File: config.mk
export PLATFORM = sky130hd
export DESIGN_NAME = wss_encoder
export DESIGN_NICKNAME = d
export VERILOG_FILES = /design/src/rtl/wss_pkg.sv /design/src/rtl/wss_ctrl.sv /design/src/rtl/wss_datapath.sv /design/src/rtl/wss_encoder.sv
export SDC_FILE = /design/constraint.sdc
export NUM_CORES = 1
export LEC_CHECK = 0
export ABC_AREA = 0
export BUFFER_PORTS_ARGS = -buffer_cell sky130_fd_sc_hd__buf_4
export CORE_MARGIN = 2
export CORE_UTILIZATION = 60
export DETAILED_ROUTE_END_ITERATION = 10
export PLACE_DENSITY = 0.79
export SYNTH_ARGS = -nofsm -noshare
export SYNTH_HDL_FRONTEND = slang
export SYNTH_SLANG_ARGS = --single-unit
File: constraint.sdc
create_clock -name clk -period 3.31 [get_ports clk]
set_input_delay 0.993 -clock clk [delete_from_list [all_inputs] [get_ports clk]]
set_output_delay 0.993 -clock clk [all_outputs]
set_load 0.05 [all_outputs]
File: src/rtl/wss_pkg.sv
`timescale 1ns/1ps
package wss_pkg;
  localparam int DATA_BITS     = 14;
  localparam int LO_BITS       = 8;
  localparam int HI_BITS       = DATA_BITS - LO_BITS;
  localparam int ELEMS_PER_BIT = 6;
  localparam int RUNIN_LEN     = 29;
  localparam logic [RUNIN_LEN-1:0] RUNIN_PAT = 29'h1F1C71C7;
  localparam int SYNC_LEN      = 24;
  localparam logic [SYNC_LEN-1:0]  SYNC_PAT  = 24'h1E3C1F;
  localparam int PRE_LEN       = RUNIN_LEN + SYNC_LEN;
  localparam int FRAME_LEN     = PRE_LEN + DATA_BITS * ELEMS_PER_BIT;

  typedef struct packed {
    logic load;   // capture a fresh frame into the shifter
    logic step;   // advance to the next element
    logic run;    // burst in progress
  } wssStrobe_t;
endpackage

File: src/rtl/wss_ctrl.sv
`timescale 1ns/1ps
module wss_ctrl
  import wss_pkg::*;
#(
  parameter int LINE_W       = 10,
  parameter int HCNT_W       = 10,
  parameter int TARGET_LINE  = 23,
  parameter int START_SAMPLE = 149,
  parameter int RATE_NUM     = 10,
  parameter int RATE_DEN     = 27
) (
  input  logic              clk,
  input  logic              rstN,
  input  logic              sampleEn,
  input  logic              insertEn,
  input  logic [LINE_W-1:0] lineNum,
  input  logic [HCNT_W-1:0] hCount,
  output wssStrobe_t        strb
);
  localparam int ACC_W = $clog2(RATE_NUM + RATE_DEN + 1);
  localparam int CNT_W = $clog2(FRAME_LEN);

  logic             active;
  logic [ACC_W-1:0] acc;
  logic [ACC_W-1:0] accNext;
  logic [CNT_W-1:0] elemCnt;
  logic             startHit;
  logic             wrap;

  assign startHit = insertEn && (lineNum == LINE_W'(TARGET_LINE))
                    && (hCount == HCNT_W'(START_SAMPLE));
  assign accNext  = acc + ACC_W'(RATE_NUM);
  assign wrap     = (accNext >= ACC_W'(RATE_DEN));

  always_ff @(posedge clk) begin
    if (!rstN) begin
      active  <= 1'b0;
      acc     <= '0;
      elemCnt <= '0;
    end else if (sampleEn) begin
      if (!active) begin
        if (startHit) begin
          active  <= 1'b1;
          acc     <= '0;
          elemCnt <= '0;
        end
      end else if (wrap) begin
        acc <= accNext - ACC_W'(RATE_DEN);
        if (elemCnt == CNT_W'(FRAME_LEN - 1)) active <= 1'b0;
        else elemCnt <= elemCnt + 1'b1;
      end else begin
        acc <= accNext;
      end
    end
  end

  always_comb begin
    strb.load = sampleEn && !active && startHit;
    strb.step = sampleEn && active && wrap;
    strb.run  = active;
  end

  AST_START_LINE: assert property (@(posedge clk) disable iff (!rstN)
    $rose(active) |-> ($past(lineNum) == LINE_W'(TARGET_LINE)) && $past(insertEn)
                      && ($past(hCount) == HCNT_W'(START_SAMPLE)));
  AST_ACC_RANGE: assert property (@(posedge clk) disable iff (!rstN)
    acc < ACC_W'(RATE_DEN));
  AST_STEP_SPACING: assert property (@(posedge clk) disable iff (!rstN)
    strb.step |=> !strb.step);
  AST_LOAD_IDLE: assert property (@(posedge clk) disable iff (!rstN)
    strb.load |=> strb.run);
endmodule

File: src/rtl/wss_datapath.sv
`timescale 1ns/1ps
module wss_datapath
  import wss_pkg::*;
#(
  parameter int          LEVEL_W      = 8,
  parameter int          HIGH_CODE    = 190,
  parameter int          LOW_CODE     = 64,
  parameter bit          FORCE_PARITY = 1'b1
) (
  input  logic               clk,
  input  logic               rstN,
  input  logic               sampleEn,
  input  logic               vsyncPulse,
  input  logic [LO_BITS-1:0] payloadLo,
  input  logic [HI_BITS-1:0] payloadHi,
  input  wssStrobe_t         strb,
  output logic [LEVEL_W-1:0] levelOut,
  output logic               gateOut
);
  logic [DATA_BITS-1:0] shadow;
  logic [DATA_BITS-1:0] txWord;
  logic [FRAME_LEN-1:0] frame;
  logic [FRAME_LEN-1:0] shifter;

  always_ff @(posedge clk) begin
    if (!rstN) shadow <= '0;
    else if (vsyncPulse) shadow <= {payloadHi, payloadLo};
  end

  generate
    if (FORCE_PARITY) begin : g_parity
      assign txWord = {shadow[DATA_BITS-1:4], ~^shadow[2:0], shadow[2:0]};
    end else begin : g_raw
      assign txWord = shadow;
    end
  endgenerate

  assign frame[FRAME_LEN-1 -: RUNIN_LEN]             = RUNIN_PAT;
  assign frame[FRAME_LEN-1-RUNIN_LEN -: SYNC_LEN]    = SYNC_PAT;
  for (genvar i = 0; i < DATA_BITS; i++) begin : g_bits
    assign frame[FRAME_LEN-1-PRE_LEN-i*ELEMS_PER_BIT -: ELEMS_PER_BIT] =
      txWord[i] ? 6'b111000 : 6'b000111;
  end

  always_ff @(posedge clk) begin
    if (!rstN) begin
      shifter  <= '0;
      gateOut  <= 1'b0;
      levelOut <= LEVEL_W'(LOW_CODE);
    end else if (sampleEn) begin
      if (strb.load)      shifter <= frame;
      else if (strb.step) shifter <= {shifter[FRAME_LEN-2:0], 1'b0};
      gateOut  <= strb.run;
      levelOut <= (strb.run && shifter[FRAME_LEN-1]) ? LEVEL_W'(HIGH_CODE)
                                                      : LEVEL_W'(LOW_CODE);
    end
  end

  AST_SHADOW_HOLD: assert property (@(posedge clk) disable iff (!rstN)
    !$past(vsyncPulse) |-> $stable(shadow));
  AST_IDLE_LEVEL: assert property (@(posedge clk) disable iff (!rstN)
    !gateOut |-> levelOut == LEVEL_W'(LOW_CODE));
endmodule

File: src/rtl/wss_encoder.sv
`timescale 1ns/1ps
module wss_encoder
  import wss_pkg::*;
#(
  parameter int LINE_W       = 10,
  parameter int HCNT_W       = 10,
  parameter int LEVEL_W      = 8,
  parameter int TARGET_LINE  = 23,
  parameter int START_SAMPLE = 149,
  parameter int RATE_NUM     = 10,
  parameter int RATE_DEN     = 27,
  parameter int HIGH_CODE    = 190,
  parameter int LOW_CODE     = 64,
  parameter bit FORCE_PARITY = 1'b1
) (
  input  logic               clk,
  input  logic               rstN,
  input  logic               sampleEn,
  input  logic               vsyncPulse,
  input  logic               insertEn,
  input  logic [LINE_W-1:0]  lineNum,
  input  logic [HCNT_W-1:0]  hCount,
  input  logic [7:0]         payloadLo,
  input  logic [5:0]         payloadHi,
  output logic [LEVEL_W-1:0] levelOut,
  output logic               gateOut
);
  wssStrobe_t strb;

  wss_ctrl #(
    .LINE_W(LINE_W), .HCNT_W(HCNT_W), .TARGET_LINE(TARGET_LINE),
    .START_SAMPLE(START_SAMPLE), .RATE_NUM(RATE_NUM), .RATE_DEN(RATE_DEN)
  ) u_ctrl (
    .clk(clk), .rstN(rstN), .sampleEn(sampleEn), .insertEn(insertEn),
    .lineNum(lineNum), .hCount(hCount), .strb(strb)
  );

  wss_datapath #(
    .LEVEL_W(LEVEL_W), .HIGH_CODE(HIGH_CODE), .LOW_CODE(LOW_CODE),
    .FORCE_PARITY(FORCE_PARITY)
  ) u_dp (
    .clk(clk), .rstN(rstN), .sampleEn(sampleEn), .vsyncPulse(vsyncPulse),
    .payloadLo(payloadLo), .payloadHi(payloadHi), .strb(strb),
    .levelOut(levelOut), .gateOut(gateOut)
  );
endmodule

=== After elaboration in Yosys (flattened, before gate mapping) ===
Cells that the tools add are included.

* Multiplexer cells: 28
* Shifts and indexed selects: 0
* $add $sub $neg: 3
* Multipliers: 0
* Equal/unequal tests: 5
* Order comparisons: 1
* Bitwise logic cells: 0
* Reductions and logical operators: 14
* Divide/modulo/power cells: 0

{| class="wikitable"
|+ Operators with widths
! kind !! number
|-
| 137-bit 2-to-1 mux || 2
|-
| 6-bit 2-to-1 mux || 17
|-
| 8-bit 2-to-1 mux || 5
|-
| 10-bit by 5-bit equality test with 1-bit output, second input constant || 1
|-
| 10-bit by 8-bit equality test with 1-bit output, second input constant || 1
|-
| 8-bit by 1-bit adder with 8-bit output, second input constant || 1
|-
| 8-bit equality test, second input constant || 1
|-
| 1-bit logical AND || 7
|-
| 6-bit by 4-bit adder with 6-bit output, second input constant || 1
|-
| 6-bit by 5-bit greater-or-equal comparator with 1-bit output, second input constant || 1
|-
| 6-bit by 5-bit subtractor with 6-bit output, second input constant || 1
|-
| 1-bit 2-to-1 mux || 4
|-
| 2-bit != test, second input constant || 2
|-
| 2-bit AND reduction || 2
|-
| 4-bit AND reduction || 1
|-
| 2-bit nonzero test || 2
|-
| 3-bit XNOR reduction || 1
|-
| 1-bit logical NOT || 1
|}

* Logic and storage cells: 58
* ROM bits: 0
* Memories kept: 0
* Bits in registers: 175
* Input bits: 39
* RAM bits: 0
* Bits in latches: 0

=== Depth between registers and ports, before layout ===
* Word-level depth: 6
* Gate-level depth with buffers: 10
* Gate-level depth less buffers: 7

=== Cells and area by module ===
From an unflattened synthesis, not the netlist that was laid out.

* Cells, all modules: 843
* Area total of the unflattened synthesis: 7643.6 µm²

{| class="wikitable"
|+ By module, submodules not included
! module !! area an instance (µm²) !! cells an instance !! instances !! seq. area each (µm²)
|-
| wss_datapath || 6617.6 || 723 || 1 || 3062.9
|-
| wss_ctrl || 1026.0 || 120 || 1 || 300.3
|}

=== Least setup slack after synthesis ===
No wires, ideal clock.

* Kind: input-to-reg
* From: input port hCount[9]
* To: register u_ctrl.elemCnt[2]
* Stages on the path: 7
* Path buffers: 3
* Arrival time: 2.278 ns
* Required time: 3.185 ns
* Path slack: 0.907 ns
* Setup time: 0.125 ns
* Cell sequence: and4bb_2 > nand4bb_1 > clkbuf_1 > o21ai_1 > buf_2 > buf_2 > a21oi_1

* Longest elaborated chain between the ends: 4

{| class="wikitable"
|+ Ends and longest elaborated chain
! item !! line !! source
|-
| start: declaration || wss_encoder.sv:22 || <nowiki>input logic [HCNT_W-1:0] hCount,</nowiki>
|-
| 10-bit by 8-bit equality test with 1-bit output || wss_ctrl.sv:31 || <nowiki>&& (hCount == HCNT_W'(START_SAMPLE));</nowiki>
|-
| 1-bit logical AND || wss_ctrl.sv:31 ||
|-
| 2-bit nonzero test (no source line) || n/a ||
|-
| 4-bit AND reduction (no source line) || n/a ||
|-
| end signal: assignment || wss_ctrl.sv:50 || <nowiki>else elemCnt <= elemCnt + 1'b1;</nowiki>
|-
| end: declaration || wss_ctrl.sv:26 || <nowiki>logic [CNT_W-1:0] elemCnt;</nowiki>
|}

Every way passes these cells.
A chain may end at the register's enable or synchronous reset.

=== Final worst setup path ===
* From: input port hCount[4]
* To: register u_dp.shifter[47]

* Longest elaborated chain between the ends: 5
* Elaborated cells on any way between the ends: 6
* Those cells by class: eq/ne: 1; mux: 1; reduce/logical: 4

{| class="wikitable"
|+ Ends and longest elaborated chain
! item !! line !! source
|-
| 10-bit by 8-bit equality test with 1-bit output (*) || wss_ctrl.sv:31 ||
|-
| 1-bit logical AND (*) || wss_ctrl.sv:31 ||
|-
| 1-bit logical AND (*) || wss_ctrl.sv:58 || <nowiki>strb.load = sampleEn && !active && startHit;</nowiki>
|-
| 2-bit nonzero test (no source line) || n/a ||
|-
| 2-bit AND reduction (no source line) || n/a ||
|-
| end signal: assignment || wss_datapath.sv:51 || <nowiki>if (strb.load) shifter <= frame;</nowiki>
|-
| end signal: assignment || wss_datapath.sv:52 || <nowiki>else if (strb.step) shifter <= {shifter[FRAME_LEN-2:0], 1'b0};</nowiki>
|-
| end: declaration || wss_datapath.sv:23 || <nowiki>logic [FRAME_LEN-1:0] shifter;</nowiki>
|}

Mark *: on every way between the ends. The rest lies on a longest branch, timed or not.

==> impl_metrics.prom <==
# TYPE chip_impl_metric gauge
chip_impl_metric{name="fmaxAchievable",unit="MHz"} 379
chip_impl_metric{name="synth-seq-cells",unit=""} 168
chip_impl_info{name="top_signal_layer_used",value="met4"} 1
chip_impl_metric{name="number_of_antenna_violations_at_the_first_check_in_global_routing",unit=""} 0
chip_impl_metric{name="dpl_cell_area",unit="sq mm"} 0.00771
chip_impl_metric{name="report.final.hold_viol_count",unit=""} 0
chip_impl_metric{name="power_density",unit="mW/mm^2"} 490
chip_impl_metric{name="detail_route.wl_per_cell",unit="um"} 17.0
chip_impl_info{name="synth_most_common_cell",value="sky130_fd_sc_hd__dfxtp_1"} 1
chip_impl_metric{name="setup_viol",unit=""} 0
chip_impl_metric{name="period_share",unit="%"} 79.7
chip_impl_metric{name="critPathBufInv",unit=""} 1
chip_impl_metric{name="max-vdd-ir-drop",unit="V"} 0.000411
chip_impl_metric{name="drt-initial-drc-count",unit=""} 514
chip_impl_metric{name="synthDistinctLibCells",unit=""} 59
chip_impl_metric{name="worst_setup_slack_final",unit="ps"} 672
chip_impl_metric{name="grt_max_degree",unit=""} 116
chip_impl_metric{name="path_clk_slew",unit="ps"} 60
chip_impl_metric{name="drt_drc_violations_left",unit=""} 0
chip_impl_metric{name="cts_repair_resize_count",unit=""} 0
chip_impl_metric{name="total_global_routing_track_utilization",unit="%"} 25.3
chip_impl_metric{name="ys_async_sr_fraction",unit="%"} 0
chip_impl_metric{name="post-synth-top-area-fraction",unit="%"} 45.0
chip_impl_metric{name="crit_path_max_fanout",unit=""} 19
chip_impl_metric{name="post-dp-hpwl",unit="um"} 9390
chip_impl_metric{name="layout-area-overhead-vs-synth",unit="%"} 10.9
chip_impl_info{name="timing.critical_path.from_type",value="primary input"} 1
chip_impl_info{name="type_of_element_capturing_the_critical_path",value="flip-flop"} 1
chip_impl_metric{name="yosysWarningCount",unit=""} 0
chip_impl_metric{name="finalMaxSlewViolations",unit=""} 0
chip_impl_metric{name="route.antenna.remaining_nets",unit=""} 0
chip_impl_metric{name="overflow_left_after_global_routing",unit=""} 0
chip_impl_metric{name="cts_made_buffers",unit=""} 17
chip_impl_metric{name="portBuffers",unit=""} 45
chip_impl_metric{name="detail_route.first_pass.iterations",unit=""} 4
chip_impl_metric{name="post-route-min-period",unit="ps"} 2640
chip_impl_metric{name="grt_pass1_vias",unit=""} 6067
chip_impl_metric{name="worst_ep_arrival_time",unit="ps"} 2960
chip_impl_metric{name="met2_layer_wire_length_in_the_routed_design",unit="um"} 8420
chip_impl_info{name="cts_root_buf",value="sky130_fd_sc_hd__clkbuf_16"} 1
chip_impl_info{name="synthFlopType",value="sky130_fd_sc_hd__dfxtp_1"} 1
chip_impl_metric{name="fin_skew",unit="ps"} 9.75
chip_impl_metric{name="antenna_cells_inserted",unit=""} 0
chip_impl_metric{name="floorplan.die.height",unit="um"} 116
chip_impl_metric{name="slew_headroom",unit="%"} 30.2
chip_impl_metric{name="worst_pin_slew",unit="ps"} 1050
chip_impl_info{name="netlist.top_cell.by_area",value="sky130_fd_sc_hd__dfxtp_1"} 1
chip_impl_metric{name="routed-via-count",unit=""} 6116
chip_impl_metric{name="final_area",unit="sq mm"} 0.00828
chip_impl_metric{name="routabilityCongestion",unit=""} 0.827
chip_impl_metric{name="routed_wire_length",unit="um"} 16400
chip_impl_metric{name="placement.setup.worst_slack",unit="ps"} 300
chip_impl_info{name="timing.critical_path.max_delay_family",value="simple AND/OR/NAND/NOR gates"} 1
chip_impl_metric{name="post_cts_hold_buffer_count",unit=""} 0
chip_impl_metric{name="synth-edff-count",unit=""} 0
chip_impl_metric{name="p_leak",unit="nW"} 3.12
chip_impl_metric{name="critPathRequiredTime",unit="ps"} 3640
chip_impl_metric{name="drive_above_1_share",unit="%"} 15.9
chip_impl_metric{name="max-clock-path-buffers",unit=""} 2
chip_impl_metric{name="initial_core_util",unit="%"} 61.9
chip_impl_metric{name="cts_setup_buffers",unit=""} 0
chip_impl_metric{name="finish.net_count",unit=""} 825
chip_impl_metric{name="clock_sinks",unit=""} 168
chip_impl_metric{name="wl_met3",unit="um"} 657
chip_impl_metric{name="register_area",unit="sq mm"} 0.00336
chip_impl_info{name="synthTopCellsByCount",value="168 x sky130_fd_sc_hd__dfxtp_1, 65 x sky130_fd_sc_hd__or3_1, 59 x sky130_fd_sc_hd__o311a_1"} 1
chip_impl_info{name="tritoncts_clock_tree",value="yes"} 1
chip_impl_metric{name="fin_setup_tns",unit="ps"} 0
chip_impl_metric{name="die_area",unit="sq mm"} 0.0134
chip_impl_metric{name="net_count_of_the_mapped_netlist",unit=""} 835
chip_impl_metric{name="n_fill_cell",unit=""} 923
chip_impl_metric{name="drv_cap",unit=""} 0
chip_impl_metric{name="syn-instance-count",unit=""} 791
chip_impl_metric{name="floorplan.core_area",unit="sq mm"} 0.0121
chip_impl_metric{name="wirelength_met1",unit="um"} 7090
chip_impl_metric{name="ctsHtreeMaxLevel",unit=""} 4
chip_impl_metric{name="grt_first_pass_wirelength",unit="um"} 27500
chip_impl_metric{name="area_of_the_multi_input_gates",unit="sq mm"} 0.00362
chip_impl_metric{name="max_stage_delay",unit="ps"} 840
chip_impl_info{name="grt_setup_unrepaired",value="no"} 1
chip_impl_info{name="outcome",value="complete, no violations"} 1
chip_impl_info{name="cpMaxStageDelayCell",value="sky130_fd_sc_hd__or2_1"} 1
chip_impl_metric{name="synth_sequential_area_ratio",unit="%"} 45.0
chip_impl_info{name="synth.top_cells.by_area",value="sky130_fd_sc_hd__dfxtp_1 45%, sky130_fd_sc_hd__o311a_1 7.9%, sky130_fd_sc_hd__or3_1 5.4%"} 1
chip_impl_metric{name="synth.cell_area",unit="sq mm"} 0.00747
chip_impl_metric{name="io_pins",unit=""} 48
chip_impl_info{name="cp_cell_sequence",value="buf_4 -> and4bb_2 -> nand4bb_1 -> or2_1 -> o21ai_1 -> a211oi_1"} 1
chip_impl_info{name="min-delay-path-class",value="flip-flop to flip-flop"} 1
chip_impl_metric{name="rows",unit=""} 40
chip_impl_metric{name="syn_avg_cell_area",unit="sq um"} 9.44
chip_impl_info{name="critical_path_class",value="primary input to flip-flop"} 1
chip_impl_metric{name="insertion_delay_of_the_later_clocked_pin_in_the_worst_skew_pair",unit="ps"} 420
chip_impl_metric{name="per_cell_via_count_in_the_routed_design",unit=""} 6.36
chip_impl_metric{name="die-width",unit="um"} 116
==> routing by layer <==
| layer | vias to the layer above | track usage [%] |
|---|---|---|
| met5 | - | 0 |
| met4 | 0 | 8.84 |
| met3 | 22 | 5.81 |
| met2 | 136 | 45.9 |
| met1 | 2985 | 29.3 |
| li1 | 2973 | - |
==> registers in the layout, summed over array words and instances (netlist names) <==
signal          flops
u_dp.gateOut        1
u_ctrl.active       1
u_ctrl.elemCnt      8
u_dp.levelOut       2
u_dp.shifter      137
u_dp.shadow        13
u_ctrl.acc          6
==> power breakdown <==
part           leakage (nW)  total [W]  internal, W  switching, W
Combinational          1.49   0.000119    0.0000548     0.0000645
Sequential             1.36    0.00204      0.00203    0.00000963
Clock                 0.277    0.00190      0.00114      0.000755
==> kinds of logic after synthesis <==
group                    share of synthesized area [%]
AO/OA/AOI/OAI                                     27.0
AND/OR/NAND/NOR                                   17.5
multiplexers                                      2.01
XOR/XNOR                                         0.687
other                                           0.0502
buffers and inverters                             6.87
flip-flops                                        45.0
adder cells (fa/ha/maj)                          0.838
==> placed cells by master (no fill, tap or decap), types with 3 or more instances in the layout <==
cell type / synthesis / final
sky130_fd_sc_hd__nor2b_1: 16 / 16
sky130_fd_sc_hd__nand2b_1: 5 / 5
sky130_fd_sc_hd__nor2_1: 34 / 34
sky130_fd_sc_hd__clkbuf_1: 41 / 4
sky130_fd_sc_hd__mux2i_1: 15 / 15
sky130_fd_sc_hd__nand3_1: 26 / 26
sky130_fd_sc_hd__dfxtp_1: 168 / 168
sky130_fd_sc_hd__a21oi_1: 40 / 40
sky130_fd_sc_hd__nand3b_1: 3 / 3
sky130_fd_sc_hd__a21boi_1: 5 / 5
sky130_fd_sc_hd__nand2_1: 19 / 18
sky130_fd_sc_hd__o31a_1: 6 / 6
sky130_fd_sc_hd__nor3_1: 36 / 36
sky130_fd_sc_hd__inv_1: 8 / 8
sky130_fd_sc_hd__xnor2_1: 3 / 3
sky130_fd_sc_hd__ha_1: 5 / 5
sky130_fd_sc_hd__o22ai_1: 3 / 3
sky130_fd_sc_hd__o21ai_2: 6 / 7
sky130_fd_sc_hd__or3_1: 65 / 65
sky130_fd_sc_hd__o21ai_1: 22 / 21
sky130_fd_sc_hd__clkinv_2: 0 / 4
sky130_fd_sc_hd__a211oi_2: 20 / 20
sky130_fd_sc_hd__o211ai_1: 5 / 5
sky130_fd_sc_hd__clkbuf_16: 0 / 17
sky130_fd_sc_hd__and3_1: 6 / 6
sky130_fd_sc_hd__a31oi_1: 3 / 3
sky130_fd_sc_hd__o311a_1: 59 / 59
sky130_fd_sc_hd__a21boi_0: 12 / 12
sky130_fd_sc_hd__o21ai_0: 33 / 33
sky130_fd_sc_hd__nand4_1: 6 / 6
sky130_fd_sc_hd__a211oi_1: 39 / 39
sky130_fd_sc_hd__buf_4: 15 / 60
==> worst register-to-register path, stage by stage (launching register included) <==
cell                      delay (ps)
sky130_fd_sc_hd__dfxtp_1         430
sky130_fd_sc_hd__inv_1           120
sky130_fd_sc_hd__ha_1            350
sky130_fd_sc_hd__or2_1           340
sky130_fd_sc_hd__a41oi_4         280
sky130_fd_sc_hd__buf_4           520
sky130_fd_sc_hd__o21ai_1         240
sky130_fd_sc_hd__o22ai_1         230
==> metrics by stage <==
step / utilization [%] / total power (W) / instances / hold WS, ps
2_1_floorplan: - / 0.00215 / 791 / 424
3_3_place_gp: 64.0 / 0.00220 / 930 / 437
3_5_place_dp: 64.0 / 0.00220 / 930 / 447
4_1_cts: 68.6 / 0.00409 / 961 / 458
5_1_grt: 68.6 / 0.00419 / 961 / 474
6_report: 68.6 / 0.00406 / 961 / 459
==> worst paths after layout <==
path / startpoint / endpoint / slack [ps] / cells after the start
min reg2reg: u_dp.shifter[105]$_SDFFE_PN0P_ / u_dp.shifter[106]$_SDFFE_PN0P_ / 460 / 2
max: hCount[4] / u_dp.shifter[47]$_SDFFE_PN0P_ / 670 / 6
max reg2reg: u_ctrl.acc[1]$_SDFFE_PN0P_ / u_ctrl.acc[0]$_SDFFE_PN0P_ / 730 / 7
min: u_dp.shifter[105]$_SDFFE_PN0P_ / u_dp.shifter[106]$_SDFFE_PN0P_ / 460 / 2
==> cell type report <==
class | instances | share of cell area [%]
clock buffer | 23 | 5.65
clock inverter | 8 | 1.16
inverter | 8 | 0.363
multi-input combinational | 524 | 43.7
sequential | 168 | 40.6
tap | 168 | 2.54
timing repair buffer | 62 | 5.92
(Power assumes the default switching activity.)
